File: src/rtl/pcs_pkg.sv
package pcs_pkg;
  typedef enum logic [2:0] {
    ST_RUN   = 3'd0,
    ST_IDLE  = 3'd1,
    ST_QUIET = 3'd2,
    ST_SNOOP = 3'd3,
    ST_DEEP  = 3'd4,
    ST_SMM   = 3'd5
  } pwr_st_e;
endpackage

File: src/rtl/pcs_wake_timer.sv
module pcs_wake_timer #(
  parameter int WAKE_CYC = 1330
) (
  input  logic clk_i,
  input  logic rst_ni,
  input  logic load_i,
  output logic busy_o
);
  localparam int CW = $clog2(WAKE_CYC + 1);

  logic [CW-1:0] cnt_q;

  always_ff @(posedge clk_i or negedge rst_ni) begin
    if (!rst_ni)            cnt_q <= '0;
    else if (load_i)        cnt_q <= CW'(WAKE_CYC);
    else if (cnt_q != '0)   cnt_q <= cnt_q - CW'(1);
  end

  assign busy_o = (cnt_q != '0);

  // a pending count falls by one per cycle until reloaded
  a_r4_count_step: assert property (@(posedge clk_i) disable iff (!rst_ni)
    (cnt_q != '0 && !load_i) |=> (cnt_q == $past(cnt_q) - CW'(1)));

  // a load always leaves a full count behind
  a_r10_load_full: assert property (@(posedge clk_i) disable iff (!rst_ni)
    load_i |=> (cnt_q == CW'(WAKE_CYC)));
endmodule

File: src/rtl/pcs_next_state.sv
module pcs_next_state
  import pcs_pkg::*;
(
  input  pwr_st_e cur_i,
  input  logic    busy_i,
  input  logic    halt_req_i,
  input  logic    stop_req_ni,
  input  logic    deep_req_ni,
  input  logic    bus_clk_ok_i,
  input  logic    snoop_req_i,
  input  logic    mgmt_irq_i,
  input  logic    mgmt_ret_halt_i,
  input  logic    from_halt_i,
  input  logic    snp_quiet_i,
  output pwr_st_e nxt_o,
  output logic    load_o,
  output logic    from_halt_d_o,
  output logic    snp_quiet_d_o
);
  always_comb begin
    nxt_o         = cur_i;
    load_o        = 1'b0;
    from_halt_d_o = from_halt_i;
    snp_quiet_d_o = snp_quiet_i;
    case (cur_i)
      ST_RUN: begin
        if (!busy_i) begin
          if (mgmt_irq_i) nxt_o = ST_SMM;
          else if (!stop_req_ni) begin
            nxt_o         = ST_QUIET;
            from_halt_d_o = 1'b0;
          end else if (halt_req_i) nxt_o = ST_IDLE;
        end
      end
      ST_IDLE: begin
        if (mgmt_irq_i) begin
          nxt_o  = ST_SMM;
          load_o = 1'b1;
        end else if (snoop_req_i) begin
          nxt_o         = ST_SNOOP;
          snp_quiet_d_o = 1'b0;
        end else if (!stop_req_ni) begin
          nxt_o         = ST_QUIET;
          from_halt_d_o = 1'b1;
        end else if (!halt_req_i) begin
          nxt_o  = ST_RUN;
          load_o = 1'b1;
        end
      end
      ST_QUIET: begin
        if (!busy_i) begin
          if (!deep_req_ni || !bus_clk_ok_i) nxt_o = ST_DEEP;
          else if (snoop_req_i) begin
            nxt_o         = ST_SNOOP;
            snp_quiet_d_o = 1'b1;
          end else if (stop_req_ni) begin
            if (from_halt_i) nxt_o = ST_IDLE;
            else begin
              nxt_o  = ST_RUN;
              load_o = 1'b1;
            end
          end
        end
      end
      ST_SNOOP: begin
        if (!snoop_req_i) nxt_o = snp_quiet_i ? ST_QUIET : ST_IDLE;
      end
      ST_DEEP: begin
        if (deep_req_ni && bus_clk_ok_i) begin
          nxt_o  = ST_QUIET;
          load_o = 1'b1;
        end
      end
      ST_SMM: begin
        if (!busy_i && !mgmt_irq_i) nxt_o = mgmt_ret_halt_i ? ST_IDLE : ST_RUN;
      end
      default: nxt_o = ST_RUN;
    endcase
  end
endmodule

File: src/rtl/clk_state_ctrl.sv
module clk_state_ctrl
  import pcs_pkg::*;
#(
  parameter int WAKE_CYC = 1330
) (
  input  logic       clk_i,
  input  logic       rst_ni,
  input  logic       halt_req_i,
  input  logic       stop_req_ni,
  input  logic       deep_req_ni,
  input  logic       bus_clk_ok_i,
  input  logic       snoop_req_i,
  input  logic       mgmt_irq_i,
  input  logic       mgmt_ret_halt_i,
  output logic [2:0] state_o,
  output logic       core_clk_en_o,
  output logic       halt_cyc_o,
  output logic       snoop_ack_o,
  output logic       ready_o
);
  pwr_st_e state_q, state_d;
  logic    busy, load;
  logic    from_halt_q, from_halt_d;
  logic    snp_quiet_q, snp_quiet_d;
  logic    strobe_q, ack_q;

  pcs_wake_timer #(.WAKE_CYC(WAKE_CYC)) u_timer (
    .clk_i  (clk_i),
    .rst_ni (rst_ni),
    .load_i (load),
    .busy_o (busy)
  );

  pcs_next_state u_nxt (
    .cur_i           (state_q),
    .busy_i          (busy),
    .halt_req_i      (halt_req_i),
    .stop_req_ni     (stop_req_ni),
    .deep_req_ni     (deep_req_ni),
    .bus_clk_ok_i    (bus_clk_ok_i),
    .snoop_req_i     (snoop_req_i),
    .mgmt_irq_i      (mgmt_irq_i),
    .mgmt_ret_halt_i (mgmt_ret_halt_i),
    .from_halt_i     (from_halt_q),
    .snp_quiet_i     (snp_quiet_q),
    .nxt_o           (state_d),
    .load_o          (load),
    .from_halt_d_o   (from_halt_d),
    .snp_quiet_d_o   (snp_quiet_d)
  );

  always_ff @(posedge clk_i or negedge rst_ni) begin
    if (!rst_ni) begin
      state_q     <= ST_RUN;
      from_halt_q <= 1'b0;
      snp_quiet_q <= 1'b0;
      strobe_q    <= 1'b0;
      ack_q       <= 1'b0;
    end else begin
      state_q     <= state_d;
      from_halt_q <= from_halt_d;
      snp_quiet_q <= snp_quiet_d;
      // halt bus cycle only on a fresh halt from run
      strobe_q    <= (state_q == ST_RUN) && (state_d == ST_IDLE);
      ack_q       <= snoop_req_i && !busy && (state_q != ST_DEEP);
    end
  end

  assign state_o       = state_q;
  assign core_clk_en_o = (state_q == ST_RUN) || (state_q == ST_IDLE) || (state_q == ST_SMM);
  assign ready_o       = ((state_q == ST_RUN) || (state_q == ST_SMM)) && !busy;
  assign halt_cyc_o    = strobe_q;
  assign snoop_ack_o   = ack_q;

  a_r2_strobe_single: assert property (@(posedge clk_i) disable iff (!rst_ni)
    halt_cyc_o |=> !halt_cyc_o);

  a_r2_strobe_from_run: assert property (@(posedge clk_i) disable iff (!rst_ni)
    halt_cyc_o |-> (state_q == ST_IDLE && $past(state_q) == ST_RUN));

  a_r3_no_strobe_reentry: assert property (@(posedge clk_i) disable iff (!rst_ni)
    (state_q == ST_IDLE && $past(state_q) != ST_RUN) |-> !halt_cyc_o);

  a_r6_hold_while_waking: assert property (@(posedge clk_i) disable iff (!rst_ni)
    (busy && state_q != ST_DEEP) |=> (state_q == $past(state_q)));

  a_r9_deep_from_quiet: assert property (@(posedge clk_i) disable iff (!rst_ni)
    (state_q == ST_DEEP && $past(state_q) != ST_DEEP) |-> ($past(state_q) == ST_QUIET));

  a_r9_no_ack_deep: assert property (@(posedge clk_i) disable iff (!rst_ni)
    ($past(state_q) == ST_DEEP) |-> !snoop_ack_o);
endmodule

File: config.mk
export PLATFORM = sky130hd
export DESIGN_NAME = clk_state_ctrl
export DESIGN_NICKNAME = d
export VERILOG_FILES = /design/src/rtl/pcs_pkg.sv /design/src/rtl/pcs_wake_timer.sv /design/src/rtl/pcs_next_state.sv /design/src/rtl/clk_state_ctrl.sv
export SDC_FILE = /design/constraint.sdc
export NUM_CORES = 1
export LEC_CHECK = 0
export BUFFER_PORTS_ARGS = -buffer_cell sky130_fd_sc_hd__buf_4
export CORE_MARGIN = 3
export CORE_UTILIZATION = 55
export DETAILED_ROUTE_END_ITERATION = 10
export PLACE_DENSITY = 0.77
export SYNTH_ARGS = -nofsm -noshare
export SYNTH_HDL_FRONTEND = slang
export SYNTH_SLANG_ARGS = --single-unit
File: constraint.sdc
create_clock -name clk_i -period 2.27 [get_ports clk_i]
set_clock_uncertainty 0.1 [all_clocks]
set_input_delay 0.227 -clock clk_i [delete_from_list [all_inputs] [get_ports clk_i]]
set_output_delay 0.227 -clock clk_i [all_outputs]
set_load 0.05 [all_outputs]
==> metrics.yaml <==
vias: 1048
multi_input_area_um2: 691
ir_drop_v: 0.000747
p_int_mw: 0.836
synth-async-reset-ratio_pct: 100
rows: 15
max_slew_margin_pct: 66.7
period_share_pct: 97.7
synth-simple-area-share_pct: 27.2
hold_viol: 0
dpl_cell_area_mm2: 0.00128
critical_path_class: "reg -> out"
synth.top_cell.area_share_pct: 39.6
syn_inst: 122
critPathRequiredTime_ns: 1.94
final_nets: 157
worst_pin_slew_ns: 0.500
tns_ns: 0
dp_hpwl_um: 1830
clkLatencyLatePin_ns: 0.29
cp-end-kind: "output port"
antenna_found_initial: 0
combPwrFrac_pct: 53.3
gp_congestion: 0.980
synth_largest_area_cell: "dfrtp_1"
synth_area_mm2: 0.00114
setup_violations: 0
routedWlPerCell_um: 15.9
p_seq_share_pct: 37.0
cts_buffers: 3
grt_pass1_vias: 893
worstHoldPathType: "in -> reg"
ioPinCount: 16
yosysUniqueCellTypes: 42
die_h_um: 51.5
drt_wl_total_um: 2690
grt_usage_pct: 21.6
outcome: "complete, no violations"
clock_path_buffers: 2
place_ws_ns: 0.0223
avgSynthCellArea_um2: 9.32
clock_power_share_pct: 9.6
cts_root_buf: "clkbuf_4"
synth_commonest_cells: "dfrtp_1, nor2_1, a21oi_1, nand2_1, nor3_1"
synthesis.nets: 133
cellLeakagePower_nw: 0.576
synth.most_common_cell: "dfrtp_1"
ys_ff_latch: 18
die_area_mm2: 0.00265
cts.sinks: 18
synth_top_family_by_area: "simple AND/OR/NAND/NOR gates"
synth_edf_count: 0
grt_max_degree: 19
drc: 0
coreArea_mm2: 0.00184
first_pass_iters: 4
finalNonFillerCells: 169
area_delta_synth_final_pct: 22.8
cp.arrival_ns: 1.89
setup_slack_ns: 0.0525
diodes: 0
synth_top_flop_cell: "dfrtp_1"
synthXorXnorAreaFrac_pct: 5.39
final_area_mm2: 0.00140
p_switching_mw: 0.776
ys_warn_count: 0
nFillCells: 130
rsz0062_at_grt: "yes"
p_per_area_mw_per_mm2: 1150
die_x_um: 51.5
synth_fa_ha_area_share_pct: 2.20
synth-seq-area-share_pct: 39.6
post-route-util_pct: 75.9
switching_share_pct: 48.1
clock.fmax_ghz: 0.451
cp-start-kind: "flop"
ant_nets: 0
synth_area_leaders: "dfrtp_1, nor2_1, xnor2_1"
min_period_ns: 2.22
synth_compound_area_share_pct: 22.2
drive_gt1_share_pct: 26.4
grt_pass1_wl_um: 4230
numPlacedInstances: 158
h-tree-depth: 1
gr-total-overflow: 0
tritoncts: "yes"
clk_pin_slew_worst_paths_ns: 0.09
vias_per_cell: 6.20
initial_utilization_pct: 61.8
worst-path-max-fanout: 2
synth.area.mux_share_pct: 0
maxCapViolCount: 0
final-seq-area_um2: 450
slew_viol_final: 0
io_buffer_count: 15
drt_iter0_drc: 54
==> critical path: stages (launching register included) <==
cell and delay [ns]:
dfrtp_1 0.41, inv_2 0.09, ha_4 0.13, or3b_4 0.37, nand3b_4 0.18, nor4_4 0.23, buf_6 0.19
==> area by class of cell <==
class | count | area share, %
Clock buffer | 3 | 1.61
Sequential cell | 18 | 32.3
Timing Repair Buffer | 23 | 12.8
Inverter | 6 | 1.61
Multi-Input combinational cell | 94 | 49.5
Tap cell | 25 | 2.24
==> cell families after synthesis <==
logic type / count (synthesis)
XOR/XNOR: 7
AND/OR/NAND/NOR: 53
adder cells (fa/ha/maj): 2
buffers and inverters: 10
flip-flops: 18
AO/OA/AOI/OAI: 32
==> power by group through the flow <==
| stage | sequential [mW] | clock [mW] | combinational [mW] |
|---|---|---|---|
| global placement | 0.593 | 0 | 0.716 |
| CTS | 0.574 | 0.161 | 0.780 |
| finish | 0.597 | 0.155 | 0.860 |
| detailed placement | 0.594 | 0 | 0.735 |
| floorplan | 0.617 | 0 | 0.516 |
| global route | 0.612 | 0.175 | 0.923 |
==> cells in the final DEF, fill, tap and decap left out, drive strengths merged, types with 2 or more instances in the layout <==
cell type / instances
a211o: 2
inv: 6
xnor2: 6
nand2b: 4
dfrtp: 18
nand3b: 2
nand4: 2
nor2: 14
o31ai: 3
o22a: 2
nor3: 7
buf: 22
ha: 2
o21ai: 5
a21oi: 8
clkbuf: 3
o211ai: 2
nor2b: 4
nor4: 5
or3: 2
nand2: 8
==> path summary, 6_finish.rpt <==
kind                                  startpoint                end  slack (ns)  depth (start not counted)
worst min register to register       snp_quiet_q        snp_quiet_q        0.45                          1
worst max-delay path            u_timer.cnt_q[1]            ready_o        0.05                          6
max in group asynchronous                 rst_ni        from_halt_q        1.65                          2
min in group asynchronous                 rst_ni  u_timer.cnt_q[10]        0.22                          2
worst min-delay path                 stop_req_ni        from_halt_q        0.09                          2
worst max register to register  u_timer.cnt_q[1]         state_o[2]        0.17                          7
==> flip-flops by register name (all words and copies together) (netlist names) <==
register / count
u_timer.cnt_q: 11
state_o: 3
from_halt_q: 1
halt_cyc_o: 1
snoop_ack_o: 1
snp_quiet_q: 1
==> metrics by stage <==
stage	total power [mW]	hold WS [ns]
final	1.61	0.0861
after global routing	1.71	0.0834
after CTS	1.51	0.0701
after detailed placement	1.33	0.00656
after global placement	1.31	0.00176
after floorplan	1.13	-0.169
==> what timing repair did <==
item                                   CTS  global route
endpoints found under the hold margin   18             0
pin swaps                                0             2
hold buffers                             1             0
gates resized for setup                  1             6
setup endpoints to repair                1             4
buffers inserted                         4             3
==> per-layer routing <==
layer	vias to the layer above	global-route usage [%]	part of all wire, %
met3	10	5.25	7.7
met2	47	34.3	50
li1	490	-	-
met4	0	5.24	2.3
met5	-	0	0
met1	501	29.3	40
Note: power is estimated with default switching activity, not from simulation.
